<file path="config.mk">
export PLATFORM = sky130hd
export DESIGN_NAME = uart_flag_ctrl
export DESIGN_NICKNAME = d
export VERILOG_FILES = /design/src/rtl/uart_flag_pkg.sv /design/src/rtl/ufc_access_seq.sv /design/src/rtl/ufc_tx_flags.sv /design/src/rtl/ufc_rx_flags.sv /design/src/rtl/ufc_irq_comb.sv /design/src/rtl/uart_flag_ctrl.sv
export SDC_FILE = /design/constraint.sdc
export NUM_CORES = 1
export LEC_CHECK = 0
export ABC_CLOCK_PERIOD_IN_PS = 2000
export BUFFER_PORTS_ARGS = -buffer_cell sky130_fd_sc_hd__buf_2
export CAP_MARGIN = 20
export CORE_AREA = 4 4 41 43
export CTS_CLUSTER_SIZE = 25
export DETAILED_ROUTE_END_ITERATION = 8
export DIE_AREA = 0 0 45 47
export GPL_TIMING_DRIVEN = 0
export PLACE_DENSITY = 0.59
export SYNTH_ARGS = -nofsm -noshare
export SYNTH_HDL_FRONTEND = slang
export SYNTH_SLANG_ARGS = --single-unit
</file>
<file path="constraint.sdc">
create_clock -name clk -period 2 [get_ports clk]
set_input_delay 0.3 -clock clk [delete_from_list [all_inputs] [get_ports clk]]
set_output_delay 0.3 -clock clk [all_outputs]
set_load 0.01 [all_outputs]
</file>
<file path="src/rtl/uart_flag_pkg.sv">
package uart_flag_pkg;

    typedef struct packed {
        logic tdre;   // bit 7 transmit-empty
        logic tc;     // bit 6 transmit-complete
        logic rdrf;   // bit 5 receive-ready
        logic idle;   // bit 4 line idle
        logic ovr;    // bit 3 overrun
        logic noise;  // bit 2 noise
        logic ferr;   // bit 1 framing
        logic perr;   // bit 0 parity
    } flags_t;

    typedef enum logic [1:0] {
        FRM_DATA     = 2'b00,
        FRM_PREAMBLE = 2'b01,
        FRM_BREAK    = 2'b10,
        FRM_RSVD     = 2'b11
    } frame_t;

    typedef struct packed {
        logic tx_empty;
        logic tx_done;
        logic rx_ready;
        logic line_idle;
        logic parity;
    } irq_en_t;

    typedef struct packed {
        logic noise;
        logic ferr;
        logic perr;
    } rx_err_t;

    localparam logic [7:0] FLAGS_RESET = 8'hC0;

    function automatic logic frame_sets_tc(frame_t kind);
        return kind == FRM_DATA;
    endfunction

endpackage

</file>
<file path="src/rtl/ufc_access_seq.sv">
module ufc_access_seq #(
    parameter int ADDR_W = 1,
    parameter logic [ADDR_W-1:0] STATUS_ADDR = '0,
    parameter logic [ADDR_W-1:0] DATA_ADDR = 1
) (
    input  logic              clk,
    input  logic              rst,
    input  logic              rd,
    input  logic              wr,
    input  logic [ADDR_W-1:0] addr,
    output logic              clr_tx,
    output logic              clr_rx
);
    logic armed_q;
    logic status_rd;
    logic data_acc;

    assign status_rd = rd && (addr == STATUS_ADDR);
    assign data_acc  = (rd || wr) && (addr == DATA_ADDR);
    assign clr_tx    = armed_q && wr && (addr == DATA_ADDR);
    assign clr_rx    = armed_q && rd && (addr == DATA_ADDR);

    always_ff @(posedge clk) begin
        if (rst)
            armed_q <= 1'b0;
        else if (data_acc)
            armed_q <= 1'b0;
        else if (status_rd)
            armed_q <= 1'b1;
    end
endmodule

</file>
<file path="src/rtl/ufc_tx_flags.sv">
module ufc_tx_flags
    import uart_flag_pkg::*;
(
    input  logic   clk,
    input  logic   rst,
    input  logic   clr,
    input  logic   tx_idle,
    input  logic   frame_done,
    input  frame_t frame_kind,
    output logic   tdre,
    output logic   tc,
    output logic   load
);
    logic tdre_q, tc_q;
    logic tc_set;

    assign load   = !tdre_q && tx_idle;
    assign tc_set = frame_done && frame_sets_tc(frame_kind);

    always_ff @(posedge clk) begin
        if (rst) begin
            tdre_q <= FLAGS_RESET[7];
            tc_q   <= FLAGS_RESET[6];
        end else begin
            tdre_q <= load   || (tdre_q && !clr);
            tc_q   <= tc_set || (tc_q   && !clr);
        end
    end

    assign tdre = tdre_q;
    assign tc   = tc_q;
endmodule

</file>
<file path="src/rtl/ufc_rx_flags.sv">
module ufc_rx_flags
    import uart_flag_pkg::*;
(
    input  logic    clk,
    input  logic    rst,
    input  logic    clr,
    input  logic    byte_done,
    input  rx_err_t err_in,
    input  logic    idle_det,
    output logic    rdrf,
    output logic    idle,
    output logic    ovr,
    output rx_err_t err,
    output logic    capture
);
    logic    rdrf_q, idle_q, ovr_q;
    rx_err_t err_q;
    logic    overrun_ev;

    assign capture    = byte_done && !rdrf_q;
    assign overrun_ev = byte_done && rdrf_q;

    always_ff @(posedge clk) begin
        if (rst) begin
            rdrf_q <= 1'b0;
            idle_q <= 1'b0;
            ovr_q  <= 1'b0;
            err_q  <= '0;
        end else begin
            rdrf_q <= byte_done  || (rdrf_q && !clr);
            idle_q <= idle_det   || (idle_q && !clr);
            ovr_q  <= overrun_ev || (ovr_q  && !clr);
            err_q  <= (capture ? err_in : '0) | (clr ? '0 : err_q);
        end
    end

    assign rdrf = rdrf_q;
    assign idle = idle_q;
    assign ovr  = ovr_q;
    assign err  = err_q;
endmodule

</file>
<file path="src/rtl/ufc_irq_comb.sv">
module ufc_irq_comb
    import uart_flag_pkg::*;
(
    input  flags_t  flags,
    input  irq_en_t en,
    input  logic    mask,
    output logic    irq
);
    logic [4:0] req;

    always_comb begin
        req[4] = en.tx_empty  && flags.tdre;
        req[3] = en.tx_done   && flags.tc;
        req[2] = en.rx_ready  && (flags.rdrf || flags.ovr);
        req[1] = en.line_idle && flags.idle;
        req[0] = en.parity    && flags.perr;
        irq    = !mask && (|req);
    end
endmodule

</file>
<file path="src/rtl/uart_flag_ctrl.sv">
module uart_flag_ctrl
    import uart_flag_pkg::*;
#(
    parameter int ADDR_W = 1,
    parameter logic [ADDR_W-1:0] STATUS_ADDR = '0,
    parameter logic [ADDR_W-1:0] DATA_ADDR = 1
) (
    input  logic              clk,
    input  logic              rst,
    input  logic              reg_rd_i,
    input  logic              reg_wr_i,
    input  logic [ADDR_W-1:0] reg_addr_i,
    input  logic              tx_idle_i,
    input  logic              tx_frame_done_i,
    input  logic [1:0]        frame_kind_i,
    input  logic              rx_byte_done_i,
    input  logic              rx_noise_i,
    input  logic              rx_frame_err_i,
    input  logic              rx_parity_err_i,
    input  logic              rx_idle_i,
    input  logic [4:0]        int_en_i,
    input  logic              irq_mask_i,
    output logic [7:0]        status_o,
    output logic              load_shifter_o,
    output logic              rx_capture_o,
    output logic              irq_o
);
    logic    clr_tx, clr_rx;
    flags_t  flags;
    rx_err_t err_in, err_q;

    assign err_in = '{noise: rx_noise_i, ferr: rx_frame_err_i, perr: rx_parity_err_i};

    ufc_access_seq #(
        .ADDR_W(ADDR_W), .STATUS_ADDR(STATUS_ADDR), .DATA_ADDR(DATA_ADDR)
    ) u_seq (
        .clk(clk), .rst(rst), .rd(reg_rd_i), .wr(reg_wr_i), .addr(reg_addr_i),
        .clr_tx(clr_tx), .clr_rx(clr_rx)
    );

    ufc_tx_flags u_tx (
        .clk(clk), .rst(rst), .clr(clr_tx), .tx_idle(tx_idle_i),
        .frame_done(tx_frame_done_i), .frame_kind(frame_t'(frame_kind_i)),
        .tdre(flags.tdre), .tc(flags.tc), .load(load_shifter_o)
    );

    ufc_rx_flags u_rx (
        .clk(clk), .rst(rst), .clr(clr_rx), .byte_done(rx_byte_done_i),
        .err_in(err_in), .idle_det(rx_idle_i),
        .rdrf(flags.rdrf), .idle(flags.idle), .ovr(flags.ovr),
        .err(err_q), .capture(rx_capture_o)
    );

    assign flags.noise = err_q.noise;
    assign flags.ferr  = err_q.ferr;
    assign flags.perr  = err_q.perr;

    ufc_irq_comb u_irq (
        .flags(flags), .en(irq_en_t'(int_en_i)), .mask(irq_mask_i), .irq(irq_o)
    );

    assign status_o = flags;
endmodule

</file>
Word-level counts from Yosys, hierarchy flattened
Cells that the tools add are included.

Reduce and logical (&&, ||, !) cells: 36. Bitwise gates (word level): 2. Mux-type cells: 2.

Operators by type and width (count): $logic_and A1 B1 Y1 (21); $logic_or A1 B1 Y1 (7); $mux W3 (2); $logic_not A1 Y1 (5); $reduce_or A5 Y1 (1); $or A3 B3 Y3 (1); $logic_not A2 Y1 (1); $reduce_or A2 Y1 (1); $not A1 Y1 (1).

Output and inout port bits: 11. Word-level logic and storage cells: 49. Register bits after elaboration: 9.

Logic depth before layout (Yosys ltp)
Gate-level depths: netlist (run 1).

Depth after elaboration: 5. Mapped depth: 3.

Modules after synthesis
A second synthesis (run 1) with hierarchy kept.

Cell total of the unflattened synthesis: 42. Area, all modules: 379.1 um^2.

Modules (own cells, without submodules): ufc_rx_flags (sequential area each 120.1 um^2, area an instance 225.2 um^2, cells each 25, times used 1); ufc_tx_flags (sequential area each 40.0 um^2, area an instance 72.6 um^2, cells each 7, times used 1); ufc_access_seq (sequential area each 20.0 um^2, area an instance 55.1 um^2, cells each 6, times used 1); ufc_irq_comb (sequential area each 0.0 um^2, area an instance 26.3 um^2, cells each 4, times used 1).

Worst setup path after synthesis (run 1)
No wires, ideal clock.

Kind: register -> output. Start point: register, netlist name u_rx.err[0]. End point: output port irq_o. Setup slack: 0.966 ns. Buffers on the path: 0. Cell stages (with the launch flop): 3. Arrival: 0.734 ns. Cell sequence: dfxtp_1 a22oi_1 a31oi_1.

Word-level cells in the longest chain between the ends: 3.

Ends and longest elaborated chain: $logic_and A1 B1 Y1 (RTL line ufc_irq_comb.sv:16) `req[0] = en.parity && flags.perr;`; $reduce_or A5 Y1 (RTL line ufc_irq_comb.sv:17) `irq = !mask && (|req);`; $logic_and A1 B1 Y1 (RTL line ufc_irq_comb.sv:17); end, declared (RTL line uart_flag_ctrl.sv:26) `output logic irq_o`.

No other way between the ends.

Final worst setup path (run 1)
Start point: register u_rx.rdrf_q (netlist: u_rx.rdrf). End point: output port irq_o.

Word-level cells in the longest chain between the ends: 4.

Ends and longest elaborated chain: start, declared (RTL line ufc_rx_flags.sv:16) `logic rdrf_q, idle_q, ovr_q;`; start signal, assigned (RTL line ufc_rx_flags.sv:30) `rdrf_q <= byte_done || (rdrf_q && !clr);`; $logic_or A1 B1 Y1 (RTL line ufc_irq_comb.sv:14) `req[2] = en.rx_ready && (flags.rdrf || flags.ovr);`; $logic_and A1 B1 Y1 (RTL line ufc_irq_comb.sv:14); $reduce_or A5 Y1 (RTL line ufc_irq_comb.sv:17); $logic_and A1 B1 Y1 (RTL line ufc_irq_comb.sv:17).

No other way between the ends.

==> results of run 1 <==
## state kept, by name, indices dropped and copies added (netlist names)
name / count
u_rx.err: 3
u_rx.idle: 1
u_rx.ovr: 1
u_rx.rdrf: 1
u_seq.armed_q: 1
u_tx.tc: 1
u_tx.tdre: 1
## power groups by stage
| stage | sequential, mW | clock [mW] | combinational (mW) |
|---|---|---|---|
| CTS | 0.199 | 0.147 | 0.0729 |
| floorplan | 0.203 | 0 | 0.0362 |
| finish | 0.199 | 0.140 | 0.0716 |
| global placement | 0.203 | 0 | 0.0709 |
| detailed placement | 0.203 | 0 | 0.0721 |
| global route | 0.200 | 0.161 | 0.0783 |
## metal layers
metal / vias up / routed length [um]
met5: - / 0
met4: 0 / 0
met3: 0 / 97
met2: 17 / 464
met1: 180 / 420
li1: 209 / -
## how the worst max path moves through the flow
stage | slack, ns | cells past startpoint | to | start
floorplan | 0.97 | 2 | irq_o | u_rx.err[0]
global placement | 0.86 | 4 | irq_o | int_en_i[0]
detailed placement | 0.86 | 4 | irq_o | int_en_i[0]
CTS | 0.59 | 3 | irq_o | u_rx.rdrf
global route | 0.52 | 3 | irq_o | u_rx.rdrf
finish | 0.62 | 3 | irq_o | u_rx.rdrf
## layout make-up
type / count / share of cell area, %
plain buffers: 6 / 7.44
clock buffers: 4 / 4.60
multi-input cells: 26 / 27.8
flip-flops and latches: 9 / 31.5
well taps: 15 / 3.28
repair buffers: 29 / 25.4
## synth_stat cells (all sizes together)
| master | instances |
|---|---|
| dfxtp | 9 |
| buf | 6 |
| nor2b | 2 |
| a31oi | 1 |
| nor3 | 1 |
| a21oi | 2 |
| nor2 | 8 |
| a221o | 1 |
| a22oi | 6 |
| nand3 | 2 |
| a211o | 1 |
| o21a | 1 |
| o21ai | 1 |
## placed cells by master (no fill, tap or decap)
cell                       netlist  final
sky130_fd_sc_hd__a211o_2         1      1
sky130_fd_sc_hd__a21oi_1         2      2
sky130_fd_sc_hd__a221o_1         1      1
sky130_fd_sc_hd__a22oi_1         6      6
sky130_fd_sc_hd__a31oi_1         1      1
sky130_fd_sc_hd__buf_2           1     30
sky130_fd_sc_hd__buf_4           5      5
sky130_fd_sc_hd__clkbuf_1        0      1
sky130_fd_sc_hd__clkbuf_4        0      3
sky130_fd_sc_hd__dfxtp_1         9      9
sky130_fd_sc_hd__nand3_1         2      2
sky130_fd_sc_hd__nor2_1          8      8
sky130_fd_sc_hd__nor2b_1         1      1
sky130_fd_sc_hd__nor2b_4         1      1
sky130_fd_sc_hd__nor3_1          1      1
sky130_fd_sc_hd__o21a_1          1      1
sky130_fd_sc_hd__o21ai_0         1      1
## critical path, cell delays in order (launching register included)
cell and delay (ns):
sky130_fd_sc_hd__dfxtp_1 0.44, sky130_fd_sc_hd__o21ai_0 0.12, sky130_fd_sc_hd__a31oi_1 0.12, sky130_fd_sc_hd__buf_2 0.15
## stage by stage
| step | cell area (sq um) | power (mW) |
|---|---|---|
| finish | 572 | 0.410 |
| global route | 572 | 0.440 |
| floorplan | 382 | 0.239 |
| detailed placement | 546 | 0.275 |
| CTS | 572 | 0.419 |
| global placement | 546 | 0.274 |
## kinds of logic (layout without fill, tap and decap cells)
| kind of cell | count (synthesis) | in the layout | synth area share, % |
|---|---|---|---|
| simple gates | 13 | 13 | 17.0 |
| flops | 9 | 9 | 47.2 |
| compound gates | 13 | 13 | 24.6 |
| buf+inv | 6 | 39 | 11.1 |
==> metrics.yaml, run 1 <==
root_buf_cell: "sky130_fd_sc_hd__clkbuf_4"
critPathArrivalTime_ns: 1.08
place_worst_setup_slack_ns: 0.863
core.rowCount: 13
worstSkewPairLatency_ns: 0.26
layout_worst_path_cycle_share_pct: 69.0
floorplan.io_pins: 31
cts_max_level: 1
fraction_of_layout_instances_using_a_drive_strength_above_1_pct: 54.1
cp_max_fo: 5
ctsResizeCount: 0
cts.reportedPaths.clkPinSlew_ns: 0.06
initial_antenna_violation_count: 0
fill_cells: 146
postLayoutSetupSlackWorst_ns: 0.620
hpwl_um: 766
proportion_of_netlist_area_held_by_the_largest_area_contributor_pct: 47.2
drt.antenna.violating_nets: 0
synth_seq_area_share_pct: 47.2
yosysUniqueCellTypes: 15
ff_to_ff_start: "u_seq.armed_q"
final_core_util_pct: 43.9
detail_route.drc_violations: 0
gp_congestion: 0.635
synthDominantAreaCellType: "sky130_fd_sc_hd__dfxtp_1"
coreArea_sq_um: 1300
drt-vias-per-instance: 4.56
r2r_endpoint: "u_rx.err[2]"
switching_share_pct: 24.9
post_synthesis_register_bit_count: 9
crit_start_category: "register"
die_h_um: 47
hold-path-endpoint: "u_rx.idle"
p_leak_nw: 0.291
maxSlewViolCount: 0
cts-buffers-inserted: 3
tritonroute_pass_1_iters: 4
net-switching-power_uw: 102
die_area_sq_um: 2120
path_class: "reg -> out"
max-cap-violations: 0
antenna-diode-count: 0
grt_pass1_wl_um: 1570
share_comb_of_total_power_pct: 17.5
use_met2_pct: 16.1
detailroute.via_count: 406
synthesis.nets: 61
fmax_mhz: 725
cts.repair_timing.setup_buffer_count: 0
fp.dieW_um: 45
detail_route.iter0.violations: 8
worstSetupEndpointType: "primary output"
critPathRequiredTime_ns: 1.70
irDropWorstVdd_uv: 326
ys_warn_count: 0
power_frac_seq_pct: 48.5
finish_stage_setup_viols: 0
met3_track_demand_over_resource_pct: 5.36
cts_max_path_buffers: 2
r2r_slack_ns: 1.07
grt_setup_unrepaired: "false"
clock_network_fraction_of_design_power_pct: 34.0
hp-start: "rx_idle_i"
finalWorstPathRequiredPeriod_ns: 1.38
synthCells: 41
grt_usage_pct: 10.5
timing.clock.skew_ns: 0.00244
final_hold_viol_count: 0
synth.area.top_cells: "sky130_fd_sc_hd__dfxtp_1 (47%), sky130_fd_sc_hd__a22oi_1 (12%), sky130_fd_sc_hd__buf_4 (9.8%), sky130_fd_sc_hd__nor2_1 (7.9%), sky130_fd_sc_hd__nor2b_4 (3.6%)"
number_of_global_route_vias_before_repair: 410
setup-tns-final_ns: 0
cts_tree: "yes"
io_buffers: 29
cts_num_sinks: 9
cts.hold.buffers_added: 0
overflow: 0
fin_nets: 95
r2r_cells: 3
min-delay-path-class: "in -> reg"
drt-wirelength-per-cell_um: 11.0
dpl.cell_count: 85
syn2layout_area_growth_pct: 49.8
hold_depth: 3
grt.busiest_layer: "met2"
synth.avg_cell_area_sq_um: 9.31
power_density_nw_per_um2: 717
global_route.usage.met1_pct: 12.0
outcome: "finished, final reports clean"
multi_input_comb_area_sq_um: 159
power.internal_uw: 308
initial_core_util_pct: 29.3
post_detailed_routing_wire_length_um: 982
cell_area_after_technology_mapping_sq_um: 382
area.sequential_sq_um: 180
slew-limit-headroom_pct: 82.5
whs_ns: 0.253
count_of_non_filler_cells_in_the_finished_layout: 89
largest_net_degree_at_the_start_of_global_routing: 10
actual_transition_at_the_worst_max_transition_pin_ns: 0.262
Power figures use the tool's default switching activity.
==> inputs of run 2 (changes only) <==
--- a/config.mk
+++ b/config.mk
@@ -5,15 +5,16 @@
 export SDC_FILE = /design/constraint.sdc
 export NUM_CORES = 1
 export LEC_CHECK = 0
-export ABC_CLOCK_PERIOD_IN_PS = 2000
+export ABC_AREA = 1
+export ABC_CLOCK_PERIOD_IN_PS = 1200
 export BUFFER_PORTS_ARGS = -buffer_cell sky130_fd_sc_hd__buf_2
 export CAP_MARGIN = 20
-export CORE_AREA = 4 4 41 43
+export CORE_MARGIN = 4
+export CORE_UTILIZATION = 30
 export CTS_CLUSTER_SIZE = 25
 export DETAILED_ROUTE_END_ITERATION = 8
-export DIE_AREA = 0 0 45 47
 export GPL_TIMING_DRIVEN = 0
-export PLACE_DENSITY = 0.59
+export PLACE_DENSITY = 0.62
 export SYNTH_ARGS = -nofsm -noshare
 export SYNTH_HDL_FRONTEND = slang
 export SYNTH_SLANG_ARGS = --single-unit
==> constraint.sdc (replaced) <==
create_clock -name clk -period 1.2 [get_ports clk]
set_input_delay 0.18 -clock clk [delete_from_list [all_inputs] [get_ports clk]]
set_output_delay 0.18 -clock clk [all_outputs]
set_load 0.01 [all_outputs]
==> run 2 against run 1 <==
- routed wire length fell by 1.2%
- sequential share of layout area is 1.3 points lower
- setup slack worse by 0.61 ns
- sequential cell count did not move
- clock skew rose by 0.0069 ns
- final area up 8.1%
- critical path depth is the same
- non-clock buffer count unchanged
- combinational power increased by 73%
- highest routed layer unchanged
==> metrics.yaml, run 2 <==
r2r_cells: 3  # unchanged
cts_max_level: 1  # unchanged
coreArea_sq_um: 1300  # unchanged
critPathRequiredTime_ns: 1.02  # -0.68 ns
dominantRegCellSynth: "sky130_fd_sc_hd__dfxtp_1"
tritonroute_pass_1_iters: 1  # -3
cts.reportedPaths.clkPinSlew_ns: 0.07  # about the same
synthDominantAreaCellType: "sky130_fd_sc_hd__dfxtp_1"
detail_route.iter0.violations: 0  # -8
drt-wirelength-per-cell_um: 9.15  # -17%
synth.area.top_cells: "sky130_fd_sc_hd__dfxtp_1 (44%), sky130_fd_sc_hd__nand2_1 (17%), sky130_fd_sc_hd__buf_4 (9.1%), sky130_fd_sc_hd__a21oi_1 (8.5%), sky130_fd_sc_hd__nor2_1 (4.6%)"
timing.clock.skew_ns: 0.00935  # +0.00691 ns
post_detailed_routing_wire_length_um: 970  # -1.2%
actual_transition_at_the_worst_max_transition_pin_ns: 0.136  # -0.126 ns
gp_congestion: 0.662  # +4.2%
grt_pass1_wl_um: 1360  # -13%
met3_track_demand_over_resource_pct: 5.18  # -0.18 points
die_h_um: 45.0  # -4.3%
synth_seq_area_share_pct: 43.9  # -3.3 points
share_comb_of_total_power_pct: 18.0  # +0.5 points
clock_network_fraction_of_design_power_pct: 33.6  # -0.4 points
cts.hold.buffers_added: 0  # unchanged
net-switching-power_uw: 181  # +77%
power_density_nw_per_um2: 1110  # +55%
critPathArrivalTime_ns: 1.01  # -0.07 ns
hold_depth: 3  # unchanged
synth_commonest_cells: "sky130_fd_sc_hd__nand2_1 (19), sky130_fd_sc_hd__dfxtp_1 (9), sky130_fd_sc_hd__a21oi_1 (7)"
proportion_of_netlist_area_held_by_the_largest_area_contributor_pct: 43.9  # -3.3 points
grt_setup_unrepaired: "true"
cts_num_sinks: 9  # unchanged
final_hold_viol_count: 0  # unchanged
crit_start_category: "register"
worstSetupEndpointType: "primary output"
worstSkewPairLatency_ns: 0.26  # about the same
layout_common_cells: "sky130_fd_sc_hd__buf_2 (30), sky130_fd_sc_hd__nand2_1 (18), sky130_fd_sc_hd__a21oi_1 (7)"
maxSlewViolCount: 0  # unchanged
overflow: 0  # unchanged
initial_antenna_violation_count: 0  # unchanged
use_met2_pct: 13.8  # -2.3 points
initial_core_util_pct: 31.5  # +2.2 points
synth_edf_count: 0  # unchanged
fmax_mhz: 844
fp.dieW_um: 45.0  # about the same
largest_net_degree_at_the_start_of_global_routing: 8  # -2
root_buf_cell: "sky130_fd_sc_hd__clkbuf_4"
fraction_of_layout_instances_using_a_drive_strength_above_1_pct: 53.8  # -0.21 points
antenna-diode-count: 0  # unchanged
slew-limit-headroom_pct: 90.8  # +8.4 points
fill_cells: 145  # -0.68%
layout_commonest_cell: "sky130_fd_sc_hd__buf_2"
number_of_global_route_vias_before_repair: 357  # -13%
switching_share_pct: 26.3  # +1.4 points
detail_route.drc_violations: 0  # unchanged
post-synth-top-count-cell: "sky130_fd_sc_hd__nand2_1"
hpwl_um: 816  # +6.5%
synthesis.nets: 77  # +26%
finish_stage_setup_viols: 0  # unchanged
cts_max_path_buffers: 2  # unchanged
core.rowCount: 13  # unchanged
postLayoutCellArea_sq_um: 618  # +8.1%
synthCells: 57  # +39%
min-delay-path-class: "in -> reg"
grt.busiest_layer: "met2"
syn2layout_area_growth_pct: 50.6
global_route.usage.met1_pct: 11.5  # -0.52 points
power.internal_uw: 508  # +65%
drt.antenna.violating_nets: 0  # unchanged
power_frac_seq_pct: 48.4  # about the same
cell_area_after_technology_mapping_sq_um: 410  # +7.5%
layout_worst_path_cycle_share_pct: 98.8
cts_tree: "yes"
path_class: "reg -> out"
floorplan.io_pins: 31  # unchanged
irDropWorstVdd_uv: 795  # +140%
largest_register_ff_count: 3  # unchanged
place_worst_setup_slack_ns: 0.227  # -0.636 ns
cts.repair_timing.setup_buffer_count: 0  # unchanged
yosysUniqueCellTypes: 12  # -3
outcome: "finished, final reports clean"
drt-vias-per-instance: 4.26  # -6.5%
max-cap-violations: 0  # unchanged
finalWorstPathRequiredPeriod_ns: 1.19
postLayoutSetupSlackWorst_ns: 0.0149  # -0.606 ns
synth.avg_cell_area_sq_um: 7.20  # -23%
cp_max_fo: 5  # unchanged
fin_nets: 112  # +18%
die_area_sq_um: 2020  # -4.3%
ys_warn_count: 0  # unchanged
grt_usage_pct: 9.17  # -1.3 points
placed_area_sq_um: 579  # +6.2%
synth-async-reset-ratio_pct: 0  # unchanged
cts-buffers-inserted: 3  # unchanged
p_leak_nw: 0.345  # +19%
io_buffers: 30  # +3.4%
post_synthesis_register_bit_count: 9  # unchanged
detailroute.via_count: 452  # +11%
[run 2: cells by family (layout without fill, tap and decap cells)]
family / Yosys count / after routing / share of synthesized area (%)
compound gates: 9 / 9 / 11.0
buf+inv: 9 / 43 / 12.8
simple gates: 30 / 30 / 32.3
flops: 9 / 9 / 43.9
[run 2: power groups by stage]
stage / registers, mW / clock network, mW / logic (mW)
finish: 0.333 / 0.232 / 0.124
global route: 0.336 / 0.250 / 0.138
CTS: 0.333 / 0.240 / 0.125
detailed placement: 0.338 / 0 / 0.124
global placement: 0.337 / 0 / 0.122
floorplan: 0.339 / 0 / 0.0599
[run 2: critical path: stages (launching register included)]
cell and delay [ns]:
sky130_fd_sc_hd__dfxtp_2 0.39, sky130_fd_sc_hd__o21ai_0 0.09, sky130_fd_sc_hd__a21oi_1 0.13, sky130_fd_sc_hd__buf_2 0.14
[run 2: per-stage QoR]
step	setup TNS, ns	util, %	hold WS, ns	std cells	total power, mW
floorplan	0	-	0.249	57	0.399
global placement	0	44.5	0.395	102	0.460
detailed placement	0	44.5	0.399	102	0.462
CTS	0	47.2	0.122	106	0.698
global route	-0.0395	47.5	0.137	106	0.725
finish	0	47.5	0.126	106	0.689
[run 2: final cells by class]
cell class	instances	area (sq um)	share of cell area (%)
Sequential cell	9	186	30.2
Multi-Input combinational cell	39	183	29.6
Timing Repair Buffer	30	150	24.3
Buffer	5	37.5	6.07
Clock buffer	3	22.5	3.64
Tap cell	15	18.8	3.04
Inverter	4	15.0	2.43
Clock inverter	1	5.00	0.810
[run 2: final timing paths]
check	startpoint	to	slack, ns
setup reg to reg	u_seq.armed_q	u_rx.idle	0.39
hold reg to reg	u_rx.err[1]	u_rx.err[1]	0.46
setup / recovery	u_rx.rdrf	irq_o	0.01
hold / removal	tx_frame_done_i	u_tx.tc	0.13
[run 2: what timing repair did]
item / 4_1_cts / 5_1_grt
pin swaps: 0 / 2
gates resized for setup: 5 / 2
endpoints found under the setup margin: 2 / 2
[run 2: metal layers]
metal / share of wire (%) / wire length, um
met5: 0 / 0
met4: 0 / 0
met3: 10 / 99
met2: 46 / 451
met1: 43 / 419
==> inputs of run 3 (changes only) <==
--- a/config.mk
+++ b/config.mk
@@ -6,15 +6,16 @@
 export NUM_CORES = 1
 export LEC_CHECK = 0
 export ABC_AREA = 1
-export ABC_CLOCK_PERIOD_IN_PS = 1200
+export ABC_CLOCK_PERIOD_IN_PS = 1100
 export BUFFER_PORTS_ARGS = -buffer_cell sky130_fd_sc_hd__buf_2
 export CAP_MARGIN = 20
-export CORE_MARGIN = 4
-export CORE_UTILIZATION = 30
+export CORE_AREA = 2 2 39 41
 export CTS_CLUSTER_SIZE = 25
 export DETAILED_ROUTE_END_ITERATION = 8
+export DIE_AREA = 0 0 41 43
 export GPL_TIMING_DRIVEN = 0
-export PLACE_DENSITY = 0.62
+export PLACE_DENSITY = 0.59
 export SYNTH_ARGS = -nofsm -noshare
 export SYNTH_HDL_FRONTEND = slang
+export SYNTH_HIERARCHICAL = 1
 export SYNTH_SLANG_ARGS = --single-unit
==> constraint.sdc (replaced) <==
create_clock -name clk -period 1.1 [get_ports clk]
set_input_delay 0.165 -clock clk [delete_from_list [all_inputs] [get_ports clk]]
set_output_delay 0.165 -clock clk [all_outputs]
set_load 0.01 [all_outputs]
==> run 3 against run 2 <==
- the flow now finishes with violations (setup timing)
- synthesized cell count increased by 1.8%
- combinational power increased by 5%
- utilization decreased by 2.6 points
- via count increased by 2.7%
- largest cell class is now sequential cells
- critical path type unchanged
- die area decreased by 13%
- final cell count increased by 3.8%
- routed wire length decreased by 5.9%
- sequential cell count unchanged
- hold slack got worse by 0.019 ns
- area after synthesis decreased by 6.4%
- clock skew decreased by 0.0081 ns
- power increased by 7.6%
==> metrics.yaml, run 3 <==
dpl.cell_count: 104  # +2.0%
cts_max_path_buffers: 2  # unchanged
layout_common_cells: "sky130_fd_sc_hd__buf_2 (29), sky130_fd_sc_hd__nand2_1 (16), sky130_fd_sc_hd__nor2_1 (9), sky130_fd_sc_hd__a21oi_1 (9), sky130_fd_sc_hd__inv_1 (6)"
post_synthesis_register_bit_count: 9  # unchanged
share_comb_of_total_power_pct: 17.5  # -0.5 points
hpwl_um: 704  # -14%
switching_share_pct: 25.6  # -0.72 points
outcome: "finished with violations"
postLayoutSetupSlackWorst_ns: -0.0345  # -0.0494 ns
drt.antenna.violating_nets: 0  # unchanged
overflow: 0  # unchanged
finalWorstPathRequiredPeriod_ns: 1.13
crit_start_category: "register"
synth_edf_count: 0  # unchanged
min-delay-path-class: "in -> reg"
cts_max_level: 1  # unchanged
clock_network_fraction_of_design_power_pct: 33.9  # +0.3 points
global_route.usage.met1_pct: 13.3  # +1.8 points
cp_max_fo: 3  # -2
fin_nets: 115  # +2.7%
p_total_uw: 741  # +7.6%
maxSlewViolCount: 0  # unchanged
fraction_of_layout_instances_using_a_drive_strength_above_1_pct: 46.8  # -7.0 points
largest_net_degree_at_the_start_of_global_routing: 10  # +2
synth.area.top_cells: "sky130_fd_sc_hd__dfxtp_1 (47%), sky130_fd_sc_hd__nand2_1 (17%), sky130_fd_sc_hd__a21oi_1 (12%), sky130_fd_sc_hd__nor2_1 (8.8%), sky130_fd_sc_hd__inv_1 (5.9%)"
die_h_um: 43  # -4.4%
grt_pass1_wl_um: 1390  # +2.0%
slew-limit-headroom_pct: 88.9  # -1.9 points
post_detailed_routing_wire_length_um: 913  # -5.9%
cts_tree: "yes"
final_hold_viol_count: 0  # unchanged
cp.buffers_inverters: 1  # unchanged
grt.busiest_layer: "met2"
proportion_of_netlist_area_held_by_the_largest_area_contributor_pct: 46.9  # +3.0 points
synth_commonest_cells: "sky130_fd_sc_hd__nand2_1 (17), sky130_fd_sc_hd__a21oi_1 (9), sky130_fd_sc_hd__dfxtp_1 (9), sky130_fd_sc_hd__nor2_1 (9), sky130_fd_sc_hd__inv_1 (6)"
critPathArrivalTime_ns: 0.97  # -0.04 ns
gp_congestion: 0.623  # -5.9%
use_met2_pct: 18.1  # +4.3 points
detail_route.drc_violations: 0  # unchanged
worstSetupEndpointType: "primary output"
actual_transition_at_the_worst_max_transition_pin_ns: 0.166  # +0.0298 ns
irDropWorstVdd_uv: 454  # -43%
power.internal_uw: 551  # +8.6%
layout_worst_path_cycle_share_pct: 103
tritonroute_pass_1_iters: 2  # +1
floorplan.io_pins: 31  # unchanged
finish_stage_setup_viols: 1  # +1
initial_core_util_pct: 27.8  # -3.8 points
timing.critical_path.cells: "nand2_1 -> nand2_1 -> nor2_1 -> a21oi_1 -> buf_2"
critical_path.slowest_cell: "sky130_fd_sc_hd__dfxtp_2"
count_of_non_filler_cells_in_the_finished_layout: 110  # +3.8%
critPathTopFamily: "flip-flops"
synthesis.nets: 78  # +1.3%
largest_register_ff_count: 3  # unchanged
antenna-diode-count: 0  # unchanged
cell_area_after_technology_mapping_sq_um: 384  # -6.4%
whs_ns: 0.107  # -0.0194 ns
grt_setup_unrepaired: "true"
power_frac_seq_pct: 48.6  # +0.2 points
layout_commonest_cell: "sky130_fd_sc_hd__buf_2"
io_buffers: 30  # unchanged
timing.clock.skew_ns: 0.00121  # -0.00814 ns
synth.avg_cell_area_sq_um: 6.62  # -8.0%
max-cap-violations: 0  # unchanged
ys_warn_count: 6  # +6
cts-buffers-inserted: 3  # unchanged
initial_antenna_violation_count: 0  # unchanged
worstSkewPairLatency_ns: 0.25  # about the same
syn2layout_area_growth_pct: 61.9
coreArea_sq_um: 1380  # +6.3%
core.rowCount: 14  # +1
synth-async-reset-ratio_pct: 0  # unchanged
setup-tns-final_ns: -0.0345  # -0.0345 ns
cts_num_sinks: 9  # unchanged
p_leak_nw: 0.322  # -6.6%
grt_usage_pct: 11.8  # +2.6 points
root_buf_cell: "sky130_fd_sc_hd__clkbuf_4"
violations: "setup timing"
drt-vias-per-instance: 4.22  # -1.1%
fmax_mhz: 881
number_of_global_route_vias_before_repair: 366  # +2.5%
detailroute.via_count: 464  # +2.7%
met3_track_demand_over_resource_pct: 4.71  # -0.47 points
power_density_nw_per_um2: 1190  # +6.9%
critical-path-top-cell-by-count: "sky130_fd_sc_hd__nand2_1"
synthCells: 58  # +1.8%
fp.dieW_um: 41  # -8.9%
die_area_sq_um: 1760  # -13%
post-synth-top-count-cell: "sky130_fd_sc_hd__nand2_1"
cts.reportedPaths.clkPinSlew_ns: 0.06  # about the same
path_class: "reg -> out"
place_worst_setup_slack_ns: 0.162  # -0.0649 ns
dominantRegCellSynth: "sky130_fd_sc_hd__dfxtp_1"
detail_route.iter0.violations: 5  # +5
net-switching-power_uw: 190  # +4.6%
yosysUniqueCellTypes: 9  # -3
worst_path_largest_cell_delay_ns: 0.32  # -0.07 ns
synthDominantAreaCellType: "sky130_fd_sc_hd__dfxtp_1"
synth_seq_area_share_pct: 46.9  # +3.0 points
drt-wirelength-per-cell_um: 8.30  # -9.3%
critPathRequiredTime_ns: 0.94  # -0.08 ns
[run 3: changes by cell type after synthesis, sizes merged]
cell   delta
nor2      +4
inv       +4
nand2     -2
or2       -1
buf       -5
a21oi     +2
nand3     -1
[run 3: stage by stage]
step / util (%) / cell area, sq um
floorplan: - / 384
global placement: 40.1 / 554
detailed placement: 40.1 / 554
CTS: 44.3 / 613
global route: 44.9 / 622
finish: 44.9 / 622
[run 3: power groups by stage]
stage	sequential, mW	clock [mW]	combinational (mW)
2_1_floorplan	0.374	0	0.0468
3_3_place_gp	0.367	0	0.121
3_5_place_dp	0.367	0	0.123
4_1_cts	0.361	0.261	0.130
5_1_grt	0.363	0.278	0.150
6_report	0.360	0.251	0.130
[run 3: area by class of cell]
class                           instances  area (sq um)
Sequential cell                         9           189
Inverter                                8          30.0
Tap cell                               16          20.0
Multi-Input combinational cell         41           181
Clock buffer                            4          26.3
Fill cell                             163           762
Timing Repair Buffer                   32           175
[run 3: final timing paths]
kind / from / to / slack (ns) / depth (start not counted)
setup reg to reg: u_seq/armed_q / u_rx/idle / 0.24 / 5
hold / removal: tx_frame_done_i / u_tx/tc / 0.11 / 3
setup / recovery: u_rx/idle / irq_o / -0.03 / 5
hold reg to reg: u_rx/err[1] / u_rx/err[1] / 0.47 / 2
[run 3: kinds of logic after synthesis]
group	Yosys count	synth area share, %
AND/OR/NAND/NOR	30	30.9
AO/OA/AOI/OAI	11	14.3
buffers and inverters	8	7.82
flip-flops	9	46.9
[run 3: worst min-delay path: stages]
cell                      delay [ns]
sky130_fd_sc_hd__buf_2          0.08
sky130_fd_sc_hd__nand2_1        0.04
sky130_fd_sc_hd__nand2_1        0.05
[run 3: what timing repair did]
item	4_1_cts	5_1_grt
pin swaps	0	1
gates resized for setup	7	3
endpoints found under the setup margin	1	2
buffers inserted	2	0
hold buffers	0	0
[run 3: layer usage]
metal	vias up	wire length [um]	part of all wire, %
met1	195	415	45
met5	-	0	0
met3	2	65	7.1
met2	15	420	46
met4	0	12	1.3
li1	252	-	-
